<file path="src/rtl/cdn_pkg.sv">
package cdn_pkg;
  typedef enum logic [1:0] {
    OP_IDLE  = 2'd0,
    OP_READ  = 2'd1,
    OP_WRITE = 2'd2
  } op_e;

  // a read strobe wins over a write strobe in the same cycle
  function automatic op_e decode_op(input logic rd, input logic wr);
    if (rd) return OP_READ;
    if (wr) return OP_WRITE;
    return OP_IDLE;
  endfunction
endpackage

</file>
<file path="src/rtl/cdn_capture.sv">
module cdn_capture
  import cdn_pkg::*;
#(
  parameter int AW = 4,
  parameter int DW = 16
) (
  input  logic          clk,
  input  logic          rst_n,
  input  logic          req_rd,
  input  logic          req_wr,
  input  logic [AW-1:0] req_addr,
  input  logic [DW-1:0] req_wdata,
  input  logic          ready,
  output logic          take,
  output op_e           take_op,
  output logic          seq_hit,
  output op_e           held_op,
  output logic [AW-1:0] held_addr,
  output logic [DW-1:0] held_data
);
  logic have_prev;

  assign take    = ready && (req_rd || req_wr);
  assign take_op = decode_op(req_rd, req_wr);
  assign seq_hit = have_prev && (req_addr == AW'(held_addr + 1'b1));

  always_ff @(posedge clk or negedge rst_n) begin
    if (!rst_n) begin
      have_prev <= 1'b0;
      held_op   <= OP_IDLE;
      held_addr <= '0;
      held_data <= '0;
    end else if (take) begin
      have_prev <= 1'b1;
      held_op   <= take_op;
      held_addr <= req_addr;
      held_data <= req_wdata;
    end
  end
endmodule

</file>
<file path="src/rtl/cdn_timer.sv">
module cdn_timer #(
  parameter int FIRST_LAT = 4,
  parameter int SEQ_LAT   = 1,
  parameter int CW        = 2,
  parameter int RW        = 3
) (
  input  logic          clk,
  input  logic          rst_n,
  input  logic          take,
  input  logic          seq_hit,
  output logic          ready,
  output logic [CW-1:0] eta,
  output logic          fire_held,
  output logic          fire_now
);
  localparam int CMAX = (1 << CW) - 1;

  logic [RW-1:0] rem, rem_nxt, lat_sel;

  assign lat_sel = seq_hit ? RW'(SEQ_LAT) : RW'(FIRST_LAT);
  assign ready   = (rem <= RW'(1));
  assign eta     = (rem > RW'(CMAX)) ? CW'(CMAX) : rem[CW-1:0];
  assign fire_held = (rem == RW'(1));

  always_comb begin
    rem_nxt  = rem;
    fire_now = 1'b0;
    if (take) begin
      if (lat_sel == RW'(1)) begin
        if (rem == RW'(1)) begin
          rem_nxt = RW'(1);          // keep results in separate cycles
        end else begin
          rem_nxt  = '0;
          fire_now = 1'b1;
        end
      end else begin
        rem_nxt = lat_sel - RW'(1);
      end
    end else if (rem != '0) begin
      rem_nxt = rem - RW'(1);
    end
  end

  always_ff @(posedge clk or negedge rst_n) begin
    if (!rst_n) rem <= '0;
    else        rem <= rem_nxt;
  end

  // a count of two always steps to one
  a_r3_two_to_one: assert property (@(posedge clk) disable iff (!rst_n)
    (eta == CW'(2)) |=> (eta == CW'(1)));
  // a capped count descends by at most one
  a_r3_cap_descends: assert property (@(posedge clk) disable iff (!rst_n)
    (eta == CW'(CMAX)) |=> (eta >= CW'(CMAX - 1)));
  // completions never coincide
  a_r7_single_done: assert property (@(posedge clk) disable iff (!rst_n)
    !(fire_held && fire_now));
endmodule

</file>
<file path="src/rtl/cdn_store.sv">
module cdn_store
  import cdn_pkg::*;
#(
  parameter int AW = 4,
  parameter int DW = 16
) (
  input  logic          clk,
  input  logic          rst_n,
  input  logic          fire,
  input  op_e           op,
  input  logic [AW-1:0] addr,
  input  logic [DW-1:0] wdata,
  output logic [DW-1:0] rdata
);
  localparam int DEPTH = 1 << AW;

  logic [DW-1:0] mem [DEPTH];

  always_ff @(posedge clk or negedge rst_n) begin
    if (!rst_n) begin
      for (int i = 0; i < DEPTH; i++) mem[i] <= '0;
      rdata <= '0;
    end else if (fire) begin
      if (op == OP_READ)  rdata     <= mem[addr];
      if (op == OP_WRITE) mem[addr] <= wdata;
    end
  end
endmodule

</file>
<file path="src/rtl/cdn_slave.sv">
module cdn_slave
  import cdn_pkg::*;
#(
  parameter int AW        = 4,
  parameter int DW        = 16,
  parameter int CW        = 2,
  parameter int FIRST_LAT = 4,
  parameter int SEQ_LAT   = 1
) (
  input  logic          clk,
  input  logic          rst_n,
  input  logic          req_rd,
  input  logic          req_wr,
  input  logic [AW-1:0] req_addr,
  input  logic [DW-1:0] req_wdata,
  output logic          req_ready,
  output logic [CW-1:0] eta_cnt,
  output logic [DW-1:0] rsp_data
);
  localparam int LMAX   = (FIRST_LAT > SEQ_LAT) ? FIRST_LAT : SEQ_LAT;
  localparam int RW_RAW = $clog2(LMAX + 1);
  localparam int RW     = (RW_RAW > CW) ? RW_RAW : CW;

  logic          take, seq_hit, fire_held, fire_now;
  op_e           take_op, held_op, eff_op;
  logic [AW-1:0] held_addr, eff_addr;
  logic [DW-1:0] held_data, eff_data;

  cdn_capture #(.AW(AW), .DW(DW)) u_capture (
    .clk(clk), .rst_n(rst_n), .req_rd(req_rd), .req_wr(req_wr),
    .req_addr(req_addr), .req_wdata(req_wdata), .ready(req_ready),
    .take(take), .take_op(take_op), .seq_hit(seq_hit),
    .held_op(held_op), .held_addr(held_addr), .held_data(held_data)
  );

  cdn_timer #(.FIRST_LAT(FIRST_LAT), .SEQ_LAT(SEQ_LAT), .CW(CW), .RW(RW)) u_timer (
    .clk(clk), .rst_n(rst_n), .take(take), .seq_hit(seq_hit),
    .ready(req_ready), .eta(eta_cnt),
    .fire_held(fire_held), .fire_now(fire_now)
  );

  // single-cycle latency completes straight from the port
  assign eff_op   = fire_now ? take_op   : held_op;
  assign eff_addr = fire_now ? req_addr  : held_addr;
  assign eff_data = fire_now ? req_wdata : held_data;

  cdn_store #(.AW(AW), .DW(DW)) u_store (
    .clk(clk), .rst_n(rst_n), .fire(fire_held || fire_now),
    .op(eff_op), .addr(eff_addr), .wdata(eff_data), .rdata(rsp_data)
  );

  // clean state right after reset release
  a_r1_reset_state: assert property (@(posedge clk) disable iff (!rst_n)
    $rose(rst_n) |-> (eta_cnt == '0 && rsp_data == '0));
  // a strobe while not ready can never raise the count
  a_r4_no_reload: assert property (@(posedge clk) disable iff (!rst_n)
    !req_ready |=> (eta_cnt <= $past(eta_cnt)));
  // read data cannot move while the count is two or more
  a_r6_hold_busy: assert property (@(posedge clk) disable iff (!rst_n)
    (eta_cnt >= CW'(2)) |=> $stable(rsp_data));
endmodule

</file>
<file path="config.mk">
export PLATFORM = sky130hd
export DESIGN_NAME = cdn_slave
export DESIGN_NICKNAME = d
export VERILOG_FILES = /design/src/rtl/cdn_pkg.sv /design/src/rtl/cdn_capture.sv /design/src/rtl/cdn_timer.sv /design/src/rtl/cdn_store.sv /design/src/rtl/cdn_slave.sv
export SDC_FILE = /design/constraint.sdc
export NUM_CORES = 1
export LEC_CHECK = 0
export CORE_ASPECT_RATIO = 1.75
export CORE_MARGIN = 2
export CORE_UTILIZATION = 35
export CTS_CLUSTER_SIZE = 12
export DETAILED_ROUTE_END_ITERATION = 10
export PLACE_DENSITY = 0.54
export SYNTH_ARGS = -nofsm -noshare
export SYNTH_HDL_FRONTEND = slang
export SYNTH_SLANG_ARGS = --single-unit
export TNS_END_PERCENT = 5
</file>
<file path="constraint.sdc">
create_clock -name clk -period 4.6 [get_ports clk]
set_clock_uncertainty 0.2 [all_clocks]
set_input_delay 0.69 -clock clk [delete_from_list [all_inputs] [get_ports clk]]
set_output_delay 0.69 -clock clk [all_outputs]
set_load 0.02 [all_outputs]
</file>
==> impl_results.html <==
<table>
<tr><th>Metric</th><th>Value</th></tr>
<tr><th colspan="2">Place</th></tr>
<tr><td>Port bufs</td><td>42</td></tr>
<tr><td>GP Congestion</td><td>about 0.81</td></tr>
<tr><td>Half-perimeter wire length of the detailed placement result</td><td>between 20 and 30 mm</td></tr>
<tr><td>Standard cell area after detailed placement</td><td>14,570 sq um</td></tr>
<tr><th colspan="2">Timing</th></tr>
<tr><td>Setup TNS</td><td>0 ns</td></tr>
<tr><td>Final cycle utilization of the critical path</td><td>0.9336</td></tr>
<tr><td>Hold violation count in the final report</td><td>0</td></tr>
<tr><td>Max-slew violation count</td><td>0</td></tr>
<tr><td>Setup repair after global routing missed its margin</td><td>no</td></tr>
<tr><td>Worst slew margin relative to its limit</td><td>0.4518</td></tr>
<tr><td>Maximum clock frequency</td><td>232.9 MHz</td></tr>
<tr><td>Transition time of the tightest slew-check pin</td><td>0.8223 ns</td></tr>
<tr><td>Setup Viol. Count Final</td><td>0</td></tr>
<tr><td>Post-layout minimum cycle time</td><td>roughly 4.3 ns</td></tr>
<tr><th colspan="2">Routing</th></tr>
<tr><td>Count of routing violations after the opening detailed-route iteration</td><td>around 620</td></tr>
<tr><td>Count of unresolved DRC violations after routing</td><td>0</td></tr>
<tr><td>Antenna-violating nets left</td><td>0</td></tr>
<tr><td>WL met1</td><td>16.01 mm</td></tr>
<tr><td>Vias after detailed routing</td><td>about 10,000</td></tr>
<tr><td>Max layer used</td><td>met4</td></tr>
<tr><td>Post-DR wirelength/cell</td><td>just under 20 um</td></tr>
<tr><td>Length of the first detailed-routing pass in iterations</td><td>6</td></tr>
<tr><td>Met2 Wirelength</td><td>slightly above 20 mm</td></tr>
<tr><td>Sum of routed wire length over all layers</td><td>a little under 40 mm</td></tr>
<tr><td>Detailed-route vias per instance</td><td>between 5 and 6</td></tr>
<tr><td>Sum of met3 wire segment lengths after detailed routing</td><td>~1.3 mm</td></tr>
<tr><th colspan="2">Worst hold path</th></tr>
<tr><td>Terminating pin of the worst hold path</td><td>u_capture.held_data[13]$_DFFE_PN0P_</td></tr>
<tr><td>Kind of path behind the tightest hold check</td><td>flip-flop to flip-flop</td></tr>
<tr><td>Hold Startpoint</td><td>u_capture.held_data[13]$_DFFE_PN0P_</td></tr>
<tr><td>Hold Path Depth</td><td>2</td></tr>
<tr><th colspan="2">Clocking</th></tr>
<tr><td>Number of setup buffers added after CTS</td><td>0</td></tr>
<tr><td>Buffer levels on the longest clock path</td><td>3</td></tr>
<tr><td>Cell chosen for the clock root</td><td>sky130_fd_sc_hd__clkbuf_16</td></tr>
<tr><td>Clock latency at the later pin of the worst-skew pair</td><td>between 0.5 and 0.6 ns</td></tr>
<tr><td>TritonCTS clock tree</td><td>built</td></tr>
<tr><td>Clock-pin slew on the worst setup and hold paths</td><td>about 0.060 ns</td></tr>
<tr><td>H-tree depth</td><td>1</td></tr>
<tr><td>Inserted Clock Buffers</td><td>29</td></tr>
<tr><td># clock sinks</td><td>slightly below 300</td></tr>
<tr><th colspan="2">Synth</th></tr>
<tr><td>Post-synthesis cell count</td><td>1,446</td></tr>
<tr><td>Total number of yosys warnings</td><td>0</td></tr>
<tr><td>Post-synthesis cell type count</td><td>45</td></tr>
<tr><td>Post-synth ARST share</td><td>1.000</td></tr>
<tr><td>Most used flip-flop cell after synthesis</td><td>sky130_fd_sc_hd__dfrtp_1</td></tr>
<tr><td>Count of state elements after synthesis</td><td>298</td></tr>
<tr><td>Register area share after synthesis</td><td>0.5610</td></tr>
<tr><td>Area of the mapped netlist</td><td>roughly 13,000 sq um</td></tr>
<tr><td>Avg Inst Size Synth</td><td>9.192 sq um</td></tr>
<tr><td>Post-synth EDFFs</td><td>0</td></tr>
<tr><td>Post-synthesis net count</td><td>around 1,500</td></tr>
<tr><th colspan="2">Cells and area</th></tr>
<tr><td>Final antenna diode count</td><td>0</td></tr>
<tr><td>Final-stage net count</td><td>between 1,500 and 2,000</td></tr>
<tr><td>Proportion of layout cells with a drive suffix above 1</td><td>0.08748</td></tr>
<tr><td>Commonest cells after routing, fill and taps aside</td><td>sky130_fd_sc_hd__nand2_1 (301), sky130_fd_sc_hd__dfrtp_1 (298), sky130_fd_sc_hd__a21oi_1 (168), sky130_fd_sc_hd__nor2_1 (155), sky130_fd_sc_hd__o21ai_0 (139)</td></tr>
<tr><td>Utilization of the core after routing</td><td>0.4102</td></tr>
<tr><td>Area grow syn2layout</td><td>15.80%</td></tr>
<tr><td>Most common cell after layout, fill and taps aside</td><td>sky130_fd_sc_hd__nand2_1</td></tr>
<tr><td>Layout Cell Area excl Fill</td><td>~15,000 sq um</td></tr>
<tr><th colspan="2">Outcome</th></tr>
<tr><td>Result of the run</td><td>completed</td></tr>
<tr><th colspan="2">Setup path</th></tr>
<tr><td>Biggest fanout along the worst timing path</td><td>17</td></tr>
<tr><td>R2R Setup Slk</td><td>just over 0.3 ns</td></tr>
<tr><td>Most used cell, CP</td><td>sky130_fd_sc_hd__buf_4</td></tr>
<tr><td>Worst R2R End</td><td>u_store.rdata[6]$_DFFE_PN0P_</td></tr>
<tr><td>Number of cell instances on the worst register-to-register path</td><td>11</td></tr>
<tr><td>Delay-heaviest family, CP</td><td>simple AND/OR/NAND/NOR gates</td></tr>
<tr><td>Critical Setup Path Class</td><td>flip-flop to flip-flop</td></tr>
<tr><td>Data required time at the worst endpoint</td><td>approximately 4.8 ns</td></tr>
<tr><td>Crit path cell chain</td><td>ha_1, xor2_1, nor4_2, nor4b_4, buf_4, mux2i_1, nand2_1, buf_4, o22ai_1, nor4_1, a31oi_1</td></tr>
<tr><td>Crit. End Element</td><td>flip-flop</td></tr>
<tr><td>Reg2reg start</td><td>u_capture.held_addr[1]$_DFFE_PN0P_</td></tr>
<tr><td>Library cell contributing the largest single delay on the critical path</td><td>sky130_fd_sc_hd__nor4_1</td></tr>
<tr><td>Crit path DAT</td><td>about 4.5 ns</td></tr>
<tr><td>WP buf/inv</td><td>2</td></tr>
<tr><td>CP peak stage delay</td><td>0.70 ns</td></tr>
<tr><td>Startpoint class of the critical path</td><td>flip-flop</td></tr>
<tr><th colspan="2">Global routing</th></tr>
<tr><td>Total track usage</td><td>0.2048</td></tr>
<tr><td>Antenna violations before repair</td><td>0</td></tr>
<tr><td>Via count of the first global-routing pass</td><td>10,170</td></tr>
<tr><td>Wire length of the first global-routing pass</td><td>just over 60 mm</td></tr>
<tr><td>Maximum number of pins on one net before global-route repair</td><td>slightly above 100</td></tr>
<tr><td>Total grt overflow</td><td>0</td></tr>
<tr><th colspan="2">Power and ir drop</th></tr>
<tr><td>Share of total power consumed by net switching</td><td>0.3887</td></tr>
<tr><td>Clk pwr share</td><td>0.218</td></tr>
<tr><td>Int Power</td><td>between 6 and 7 mW</td></tr>
<tr><td>Peak ir drop on the vdd network</td><td>about 420 uV</td></tr>
<tr><td>Leakage</td><td>approximately 6.8 nW</td></tr>
<tr><td>Sequential fraction of design power</td><td>0.404</td></tr>
<tr><td>Post-route total power</td><td>9.971 mW</td></tr>
<tr><td>Proportion of power drawn by combinational gates</td><td>0.378</td></tr>
<tr><td>Total net switching power</td><td>3.876 mW</td></tr>
<tr><td>PD cells</td><td>647.8 nW/um^2</td></tr>
<tr><th colspan="2">Floorplanning</th></tr>
<tr><td>Total Die Area</td><td>just under 40,000 sq um</td></tr>
<tr><td>Vert. Die Dim</td><td>between 200 and 300 um</td></tr>
<tr><td>Die Wd</td><td>151.3 um</td></tr>
<tr><td>Starting density of the core</td><td>0.3543</td></tr>
<tr><td>Number of placed I/O pins</td><td>43</td></tr>
<tr><td>Core Footprint</td><td>around 38,000 sq um</td></tr>
<tr><td>Number of placement rows</td><td>between 90 and 100</td></tr>
<tr><th colspan="2">Run</th></tr>
<tr><td>Number of max-cap violations</td><td>0</td></tr>
</table>
[synth_stat cells, types with 2 or more instances]
library cell / count / area share
sky130_fd_sc_hd__a21oi_1: 168 / 0.063
sky130_fd_sc_hd__a31oi_1: 15 / 0.0071
sky130_fd_sc_hd__and3_1: 8 / 0.0038
sky130_fd_sc_hd__buf_1: 3 / 0.00085
sky130_fd_sc_hd__buf_2: 54 / 0.020
sky130_fd_sc_hd__buf_4: 6 / 0.0034
sky130_fd_sc_hd__clkbuf_1: 56 / 0.016
sky130_fd_sc_hd__dfrtp_1: 298 / 0.56
sky130_fd_sc_hd__ha_1: 4 / 0.0038
sky130_fd_sc_hd__inv_1: 6 / 0.0017
sky130_fd_sc_hd__mux2_2: 2 / 0.0017
sky130_fd_sc_hd__mux2i_1: 93 / 0.070
sky130_fd_sc_hd__nand2_1: 301 / 0.085
sky130_fd_sc_hd__nand2b_1: 6 / 0.0028
sky130_fd_sc_hd__nand3_1: 50 / 0.019
sky130_fd_sc_hd__nor2_1: 155 / 0.044
sky130_fd_sc_hd__nor3_1: 7 / 0.0026
sky130_fd_sc_hd__nor4_1: 11 / 0.0052
sky130_fd_sc_hd__o21ai_0: 140 / 0.053
sky130_fd_sc_hd__o22ai_1: 31 / 0.015
sky130_fd_sc_hd__or2_2: 4 / 0.0019
sky130_fd_sc_hd__xnor2_1: 4 / 0.0026
sky130_fd_sc_hd__xor2_1: 2 / 0.0013
[what timing repair did]
item	CTS	global route
hold buffers	1	0
gates resized for setup	0	0
hold endpoints to repair	1	0
[worst register-to-register path: stages (launching register included)]
cell                      delay (ns)
sky130_fd_sc_hd__dfrtp_1        0.54
sky130_fd_sc_hd__ha_1           0.31
sky130_fd_sc_hd__xor2_1         0.17
sky130_fd_sc_hd__nor4_2         0.30
sky130_fd_sc_hd__nor4b_4        0.42
sky130_fd_sc_hd__buf_4          0.34
sky130_fd_sc_hd__mux2i_1        0.16
sky130_fd_sc_hd__nand2_1        0.46
sky130_fd_sc_hd__buf_4          0.29
sky130_fd_sc_hd__o22ai_1        0.10
sky130_fd_sc_hd__nor4_1         0.70
sky130_fd_sc_hd__a31oi_1        0.17
[layer usage]
layer  up-vias  track usage
met5         -            0
met4         0      0.07840
met3        71      0.02066
met2       179       0.3646
met1      4937       0.2545
li1       4960            -
[cell families after synthesis]
kind of cell             synth area share
multiplexers                      0.07390
flip-flops                         0.5610
AND/OR/NAND/NOR                    0.1686
XOR/XNOR                         0.003954
adder cells (fa/ha/maj)          0.003766
AO/OA/AOI/OAI                      0.1467
buffers and inverters             0.04208
[layout make-up]
class / instances / area, sq um
clock buffer: 34 / 764.5
clock inverter: 3 / 43.79
fill: 3654 / 22130
inverter: 6 / 22.52
multi-input combinational: 1023 / 5336
sequential: 298 / 7457
tap: 480 / 600.6
timing repair buffer: 122 / 1166
[power groups by stage]
| stage | Clock [mW] | Combinational (mW) | Sequential (mW) |
|---|---|---|---|
| after floorplan | 0 | 2.27 | 3.96 |
| after global placement | 0 | 3.75 | 4.05 |
| after detailed placement | 0 | 3.81 | 4.07 |
| after CTS | 2.23 | 3.82 | 4.02 |
| after global routing | 2.33 | 4.17 | 4.13 |
| final | 2.17 | 3.77 | 4.02 |
[sequential cells by signal, indices dropped and copies added, names as in the netlist]
| signal | count |
|---|---|
| u_timer.rem | 3 |
| u_capture.have_prev | 1 |
| u_capture.held_op | 2 |
| u_capture.held_data | 16 |
| u_store.mem | 256 |
| u_capture.held_addr | 4 |
| u_store.rdata | 16 |
[how the worst max path moves through the flow]
stage	end	slack, ns	cells after the start	startpoint
3_5_place_dp	u_store.rdata[6]$_DFFE_PN0P_	-0.12	11	req_addr[3]
4_1_cts	u_store.rdata[6]$_DFFE_PN0P_	0.33	11	u_capture.held_addr[1]$_DFFE_PN0P_
6_report	u_store.rdata[6]$_DFFE_PN0P_	0.31	11	u_capture.held_addr[1]$_DFFE_PN0P_
5_1_grt	u_store.rdata[6]$_DFFE_PN0P_	0.07	11	u_capture.held_addr[1]$_DFFE_PN0P_
3_3_place_gp	u_store.rdata[6]$_DFFE_PN0P_	-0.08	11	req_addr[3]
2_1_floorplan	u_store.rdata[12]$_DFFE_PN0P_	1.22	12	req_addr[1]
[through the flow]
step / cells / hold WS [ns] / setup WS, ns
after floorplan: 1446 / 0.1944 / 1.221
after global placement: 1928 / 0.2563 / -0.07934
after detailed placement: 1928 / 0.2619 / -0.1246
after CTS: 1966 / 0.2773 / 0.3329
after global routing: 1966 / 0.2933 / 0.07103
final: 1966 / 0.2723 / 0.3055
No activity file was read; power rests on OpenSTA's default activity.
